<file path="src/rtl/sflag_pkg.sv">
package sflag_pkg;

    localparam int NUM_AXES = 3;

    // Packed layout: the field order gives the bit order of the status byte.
    typedef struct packed {
        logic                grp_ow;
        logic [NUM_AXES-1:0] ax_ow;
        logic                grp_dr;
        logic [NUM_AXES-1:0] ax_dr;
    } status_t;

    localparam int STATUS_W = $bits(status_t);

    // True when every axis has been read, counting reads made this cycle.
    function automatic logic all_axes_read(input logic [NUM_AXES-1:0] seen,
                                           input logic [NUM_AXES-1:0] rd);
        return &(seen | rd);
    endfunction

endpackage

</file>
<file path="src/rtl/sflag_axis.sv">
module sflag_axis (
    input  logic clk,
    input  logic rst,
    input  logic new_smp,
    input  logic hi_read,
    output logic rdy,
    output logic ovw,
    output logic ovw_evt
);

    // A sample lands while the previous one is still unread.
    assign ovw_evt = new_smp & rdy;

    always_ff @(posedge clk) begin
        if (rst) begin
            rdy <= 1'b0;
            ovw <= 1'b0;
        end else begin
            if (new_smp)      rdy <= 1'b1;
            else if (hi_read) rdy <= 1'b0;

            if (ovw_evt)      ovw <= 1'b1;
            else if (hi_read) ovw <= 1'b0;
        end
    end

endmodule

</file>
<file path="src/rtl/sflag_group.sv">
module sflag_group
    import sflag_pkg::*;
(
    input  logic                clk,
    input  logic                rst,
    input  logic [NUM_AXES-1:0] new_vec,
    input  logic [NUM_AXES-1:0] rd_vec,
    input  logic [NUM_AXES-1:0] ovw_evt_vec,
    output logic                grp_rdy,
    output logic                grp_ovw
);

    logic [NUM_AXES-1:0] seen_q;
    logic                any_new;
    logic                any_ovw;
    logic                set_done;

    assign any_new  = |new_vec;
    assign any_ovw  = |ovw_evt_vec;
    assign set_done = all_axes_read(seen_q, rd_vec);

    always_ff @(posedge clk) begin
        if (rst) begin
            seen_q  <= '0;
            grp_rdy <= 1'b0;
            grp_ovw <= 1'b0;
        end else begin
            // Any new sample restarts the read sequence.
            if (any_new || set_done) seen_q <= '0;
            else                     seen_q <= seen_q | rd_vec;

            if (any_new)       grp_rdy <= 1'b1;
            else if (set_done) grp_rdy <= 1'b0;

            if (any_ovw)       grp_ovw <= 1'b1;
            else if (set_done) grp_ovw <= 1'b0;
        end
    end

endmodule

</file>
<file path="src/rtl/sflag_status.sv">
module sflag_status
    import sflag_pkg::*;
(
    input  logic                clk,
    input  logic                rst,
    input  logic [NUM_AXES-1:0] smp_new,
    input  logic [NUM_AXES-1:0] hi_rd,
    output logic [STATUS_W-1:0] status
);

    logic [NUM_AXES-1:0] ax_rdy;
    logic [NUM_AXES-1:0] ax_ovw;
    logic [NUM_AXES-1:0] ax_evt;
    logic                grp_rdy;
    logic                grp_ovw;
    status_t             st;

    for (genvar a = 0; a < NUM_AXES; a++) begin : g_axis
        sflag_axis u_axis (
            .clk     (clk),
            .rst     (rst),
            .new_smp (smp_new[a]),
            .hi_read (hi_rd[a]),
            .rdy     (ax_rdy[a]),
            .ovw     (ax_ovw[a]),
            .ovw_evt (ax_evt[a])
        );
    end

    sflag_group u_group (
        .clk         (clk),
        .rst         (rst),
        .new_vec     (smp_new),
        .rd_vec      (hi_rd),
        .ovw_evt_vec (ax_evt),
        .grp_rdy     (grp_rdy),
        .grp_ovw     (grp_ovw)
    );

    always_comb begin
        st.grp_ow = grp_ovw;
        st.ax_ow  = ax_ovw;
        st.grp_dr = grp_rdy;
        st.ax_dr  = ax_rdy;
    end

    assign status = st;

endmodule

</file>
<file path="config.mk">
export PLATFORM = sky130hd
export DESIGN_NAME = sflag_status
export DESIGN_NICKNAME = d
export VERILOG_FILES = /design/src/rtl/sflag_pkg.sv /design/src/rtl/sflag_axis.sv /design/src/rtl/sflag_group.sv /design/src/rtl/sflag_status.sv
export SDC_FILE = /design/constraint.sdc
export NUM_CORES = 1
export LEC_CHECK = 0
export ABC_AREA = 0
export BUFFER_PORTS_ARGS = -buffer_cell sky130_fd_sc_hd__buf_2
export CAP_MARGIN = 20
export CORE_AREA = 2 2 39 41
export DETAILED_ROUTE_END_ITERATION = 8
export DIE_AREA = 0 0 41 43
export HOLD_SLACK_MARGIN = 0.03
export PLACE_DENSITY = 0.59
export SETUP_SLACK_MARGIN = 0.2
export SLEW_MARGIN = 20
export SYNTH_ARGS = -nofsm -noshare
export SYNTH_HDL_FRONTEND = slang
export SYNTH_HIERARCHICAL = 1
export SYNTH_SLANG_ARGS = --single-unit
export TNS_END_PERCENT = 50
</file>
<file path="constraint.sdc">
create_clock -name clk -period 0.9 [get_ports clk]
set_input_delay 0.045 -clock clk [delete_from_list [all_inputs] [get_ports clk]]
set_output_delay 0.045 -clock clk [all_outputs]
set_load 0.02 [all_outputs]
</file>
======== After elaboration in Yosys (flattened, before gate mapping) ========
Cells that the tools add are included.
word-level totals
  word-level logic and storage cells ...... 38
  flip-flop bits (word level) ............. 11
cells by class
  mux-type cells .......................... 12
  bitwise gates (word level) .............. 4
  reduce and logical (&&, ||, !) cells .... 13
operators with widths
  cell               count
  $reduce_bool 2->1  8
  $mux 1             12
  $reduce_or 3->1    2
  $and 1x1->1        3
  $or 3x3->3         1
  $reduce_and 3->1   1
  $reduce_or 2->1    1
  $logic_or 1x1->1   1

======== Depth between registers and ports, before layout ========
  word-level depth ........................ 4
  gate-level depth with buffers ........... 4
  depth with buffers taken out ............ 4

======== Hierarchy ========
Netlist, hierarchy kept.
by module, submodules not included
  module        seq. area each (um^2)  cells an instance  instances  area an instance (um^2)
  sflag_axis    40.0                   9                  3          73.8
  sflag_group   100.1                  19                 1          187.7
  sflag_status  0.0                    2                  1          15.0

======== Least setup slack after synthesis ========
Ideal clock, no wire load.
  path type ............................... register to register
  start ................................... register g_axis[1].u_axis.rdy
  end ..................................... register u_group.grp_ovw
  data required time ...................... 0.778 ns
  arrival time ............................ 0.723 ns
  setup time .............................. 0.122 ns
  slack ................................... 0.054 ns
  cell stages (with the launch flop) ...... 5
  period minus slack after synthesis ...... 0.846 ns
  path through ............................ dfxtp_1 nand2_1 inv_1 nor3_1 a21oi_1
on the way
  longest elaborated chain between the ends .. 3
  elaborated cells on any way between the ends .. 4
  those cells by class .................... 1 x mux; 1 x bitwise; 2 x reduce/logical
RTL lines
  element                                             line                source
  start: declaration                                  sflag_axis.sv:6     output logic rdy,
  start signal: assignment                            sflag_axis.sv:16    rdy <= 1'b0;
  start signal: assignment                            sflag_axis.sv:19    if (new_smp) rdy <= 1'b1;
  start signal: assignment                            sflag_axis.sv:20    else if (hi_read) rdy <= 1'b0;
  $and 1x1->1 *                                       sflag_axis.sv:12    assign ovw_evt = new_smp & rdy;
  net ax_evt[1]                                       sflag_status.sv:13  logic [NUM_AXES-1:0] ax_evt;
  $reduce_or 3->1 *                                   sflag_group.sv:19   assign any_ovw = |ovw_evt_vec;
  $mux 1 / $reduce_bool 2->1 (equally long branches)  --
  end signal: assignment                              sflag_group.sv:26   grp_ovw <= 1'b0;
  end signal: assignment                              sflag_group.sv:35   if (any_ovw) grp_ovw <= 1'b1;
  end signal: assignment                              sflag_group.sv:36   else if (set_done) grp_ovw <= 1'b0;
  end: declaration                                    sflag_group.sv:10   output logic grp_ovw
Mark *: on every way through the listed nets, which the timed path passes. The rest lies on a longest branch.
A chain may end at the register's enable or synchronous reset.

======== Worst setup path in the final report ========
  start ................................... register u_group.seen_q[0]
  end ..................................... register u_group.seen_q[1]
on the way
  longest elaborated chain between the ends .. 4
RTL lines
  element                    line               source
  start: declaration         sflag_group.sv:13  logic [NUM_AXES-1:0] seen_q;
  start signal: assignment   sflag_group.sv:30  else seen_q <= seen_q | rd_vec;
  $or 3x3->3                 sflag_pkg.sv:18    return &(seen | rd);
  $reduce_and 3->1           sflag_pkg.sv:18
  $logic_or 1x1->1           sflag_group.sv:29  if (any_new || set_done) seen_q <= '0;
  $reduce_or 2->1 (no line)  --
Every way passes these cells.

==> parameters.txt <==
Parameter                              Value

Outcome
  Status ... completed

Critical path
  Crit Path Category ... reg2reg
  Setup slack, reg-to-reg ... 30 ps
  CP Data Arrival Time ... between 1000 and 1500 ps
  Data required time at the worst endpoint ... 1050 ps
  Worst R2R Path Depth ... 3
  Critical path peak fanout ... 4
  RR Startpoint ... u_group/seen_q[0]$_SDFF_PP0_
  Kind of launch point of the worst setup path ... register
  Capture instance of the worst register-to-register path ... u_group/seen_q[1]$_SDFF_PP0_
  Kind of end point of the critical path ... register

Floorplanning
  Std-Cell Core Area ... approximately 1400 µm²
  Chip Height ... about 43 µm
  I/O pin total ... 16
  DIE AREA ... 1763 µm²
  Row count ... 14
  Starting density of the core ... 30.65%
  Chip width ... between 40 and 50 µm

Finish
  Area delta synth->final ... 46.31%
  Final cell count without fillers ... 82
  # diodes ... 0
  Final Util ... approximately 45%
  Fill count ... 136
  Fraction of layout cells with a size suffix above 1 ... 50.00%
  Net count reported at finish ... 75

Yosys
  Synthesized instance count ... 48
  Post-synthesis net count ... 56
  Netlist area before placement ... 424.2 µm²
  Syn_area_per_cell ... 8.837 µm²
  Count of state elements after synthesis ... 11
  Netlist cell types ... 12
  Register area share after synthesis ... between 50% and 60%
  Yosys warning count ... 6

Clock tree
  Num CTS Buffers ... 3
  Cell chosen for the clock root ... sky130_fd_sc_hd__clkbuf_4
  H-tree level count ... 1
  Clock network latency to the later pin of the worst-skew pair ... approximately 260 ps
  Number of buffers added for setup after CTS ... 0
  Clock sinks ... 11
  TritonCTS clock tree ... built
  Number of buffers between clock root and the deepest sink ... 2
  Reg clk slew, reported paths ... ~70 ps

Timing
  Headroom to the max-slew limit ... around 80%
  Final Slew Violations ... 0
  Transition time at the pin with the least slew margin ... 280.7 ps
  Setup TNS after final layout ... 0 ps
  Period utilization ... 97.06%
  Minimum setup slack in the final design ... ~26 ps
  Setup repair after global routing missed its margin ... true
  Endpoints failing setup ... 0
  Fmax ... between 1000 and 1500 MHz
  Worst hold margin ... 35.57 ps
  Post-Route Skew ... between 4 and 5 ps
  Final Hold Viols ... 0
  Fin crit period ... slightly below 900 ps

Detailed routing
  DRC violations left ... 0
  Detailed Route Iter0 Violations ... 4
  Post-Route WL ... 868 µm
  Met2 wire len ... slightly above 400 µm
  Average vias per placed instance ... between 4 and 5
  Routed length on met3 ... roughly 63 µm
  Via Count ... 373
  Top layer used by detailed routing ... met4
  Met1 wire length ... ~380 µm
  Average detailed-routed wire length per instance ... ~11 µm
  Antenna Violating Nets Remaining ... 0
  First-pass iteration count of the detailed router ... 4

Placement
  Post-placement setup slack ... about 25 ps
  Count of buffers inserted at the top-level ports ... 15
  Half-perimeter wire length after detailed placement ... between 600 and 700 µm
  Instance count after placement with tap cells included ... 77
  Routability Congestion ... between 0.6 and 0.7

Global routing
  Global-route congestion overflow total ... 0
  Global-route wire length before repair ... 1304 µm
  All-layer global routing usage ... a little under an eighth
  Via count of the first global-routing pass ... approximately 320
  Largest net degree at the start of global routing ... 10
  Antenna violations before repair ... 0

Worst hold path
  Destination of the worst hold path ... g_axis[0].u_axis/rdy$_SDFFE_PP0P_
  Worst hold start ... smp_new[0]
  Worst hold path cell count ... 3
  Worst hold-check path type ... in2reg

Power
  Leakage Power ... roughly 0.00028 µW
  Areal power density over the cells ... 1670 nW/µm²
  Max rail drop VDD ... around 520 µV

Run
  Number of max-cap violations ... 0
## worst max-delay path, cell delays in order (launching register included)
cell and delay [ps]:
sky130_fd_sc_hd__dfxtp_2 320, sky130_fd_sc_hd__nor2_2 60, sky130_fd_sc_hd__o311ai_4 310, sky130_fd_sc_hd__nor2_1 70
## power breakdown
part,switching (µW),leakage [µW],internal [µW]
logic,90.2,0.000176,80.0
clock network,163,0.0000150,171
registers,16.9,0.0000938,515
## logic make-up (layout without fill, tap and decap cells)
logic type | Yosys count | after routing | synth area share [%]
AOI/OAI and AO/OA | 11 | 11 | 16.81
DFF | 11 | 11 | 51.92
buffers and inverters | 9 | 27 | 9.735
and+or+nand+nor | 17 | 17 | 21.53
## timing repair
action	in CTS	in global routing
pin swaps	3	0
resized for setup	5	18
endpoints found under the setup margin	13	13
hold buffers	1	0
endpoints found under the hold margin	1	0
## worst max path at each step
stage	startpoint	endpoint
floorplan	u_group/seen_q[1]$_SDFF_PP0_	u_group/seen_q[0]$_SDFF_PP0_
global placement	u_group/seen_q[1]$_SDFF_PP0_	u_group/seen_q[0]$_SDFF_PP0_
detailed placement	u_group/seen_q[1]$_SDFF_PP0_	u_group/seen_q[0]$_SDFF_PP0_
CTS	u_group/seen_q[0]$_SDFF_PP0_	u_group/seen_q[1]$_SDFF_PP0_
global route	u_group/seen_q[0]$_SDFF_PP0_	u_group/seen_q[2]$_SDFF_PP0_
finish	u_group/seen_q[0]$_SDFF_PP0_	u_group/seen_q[1]$_SDFF_PP0_
## metal layers
layer / vias to the layer above / global-route usage, %
li1: 189 / -
met1: 165 / 12.42
met2: 17 / 17.50
met3: 2 / 1.571
met4: 0 / 10.00
met5: - / 0
## sequential cells by signal, indices dropped and copies added, names as in the netlist
name               flops
g_axis.u_axis/ovw      3
u_group/grp_ovw        1
u_group/grp_rdy        1
g_axis.u_axis/rdy      3
u_group/seen_q         3
## stage by stage
stage,total power (µW),area (µm²)
after floorplan,627.8,444.2
after global placement,676.3,524.3
after detailed placement,678.4,524.3
after CTS,1026,574.3
after global routing,1088,620.6
final,1036,620.6
## synth_stat cells
library cell / instances / area [µm²]
sky130_fd_sc_hd__a21oi_1: 8 / 40.04
sky130_fd_sc_hd__buf_4: 2 / 15.01
sky130_fd_sc_hd__dfxtp_1: 11 / 220.2
sky130_fd_sc_hd__inv_1: 7 / 26.28
sky130_fd_sc_hd__nand2_1: 3 / 11.26
sky130_fd_sc_hd__nand2b_1: 6 / 37.54
sky130_fd_sc_hd__nor2_1: 4 / 15.01
sky130_fd_sc_hd__nor2_2: 2 / 12.51
sky130_fd_sc_hd__nor3_1: 1 / 5.000
sky130_fd_sc_hd__nor3_2: 1 / 10.01
sky130_fd_sc_hd__o311ai_2: 1 / 16.27
sky130_fd_sc_hd__o31ai_1: 2 / 15.01
## layout by cell type, fill, tap and decap left out
cell type                       count
sky130_fd_sc_hd__nand2_1            3
sky130_fd_sc_hd__buf_6              7
sky130_fd_sc_hd__dfxtp_1            2
sky130_fd_sc_hd__dfxtp_2            9
sky130_fd_sc_hd__o31ai_1            2
sky130_fd_sc_hd__inv_1              7
sky130_fd_sc_hd__clkbuf_1           1
sky130_fd_sc_hd__clkbuf_4           3
sky130_fd_sc_hd__buf_4              1
sky130_fd_sc_hd__nor3_2             2
sky130_fd_sc_hd__a21oi_1            8
sky130_fd_sc_hd__nand2b_1           6
sky130_fd_sc_hd__dlygate4sd3_1      1
sky130_fd_sc_hd__o311ai_4           1
sky130_fd_sc_hd__buf_2              7
sky130_fd_sc_hd__nor2_2             2
sky130_fd_sc_hd__nor2_4             1
sky130_fd_sc_hd__nor2_1             3
## area by class of cell
cell class	count	area (µm²)	area share, %
multi-input cells	28	185.2	29.84
clock buffers	4	26.28	4.234
repair buffers	16	131.4	21.17
well taps	16	20.02	3.226
flip-flops and latches	11	231.5	37.30
inverters	7	26.28	4.234
(Power assumes the default switching activity.)
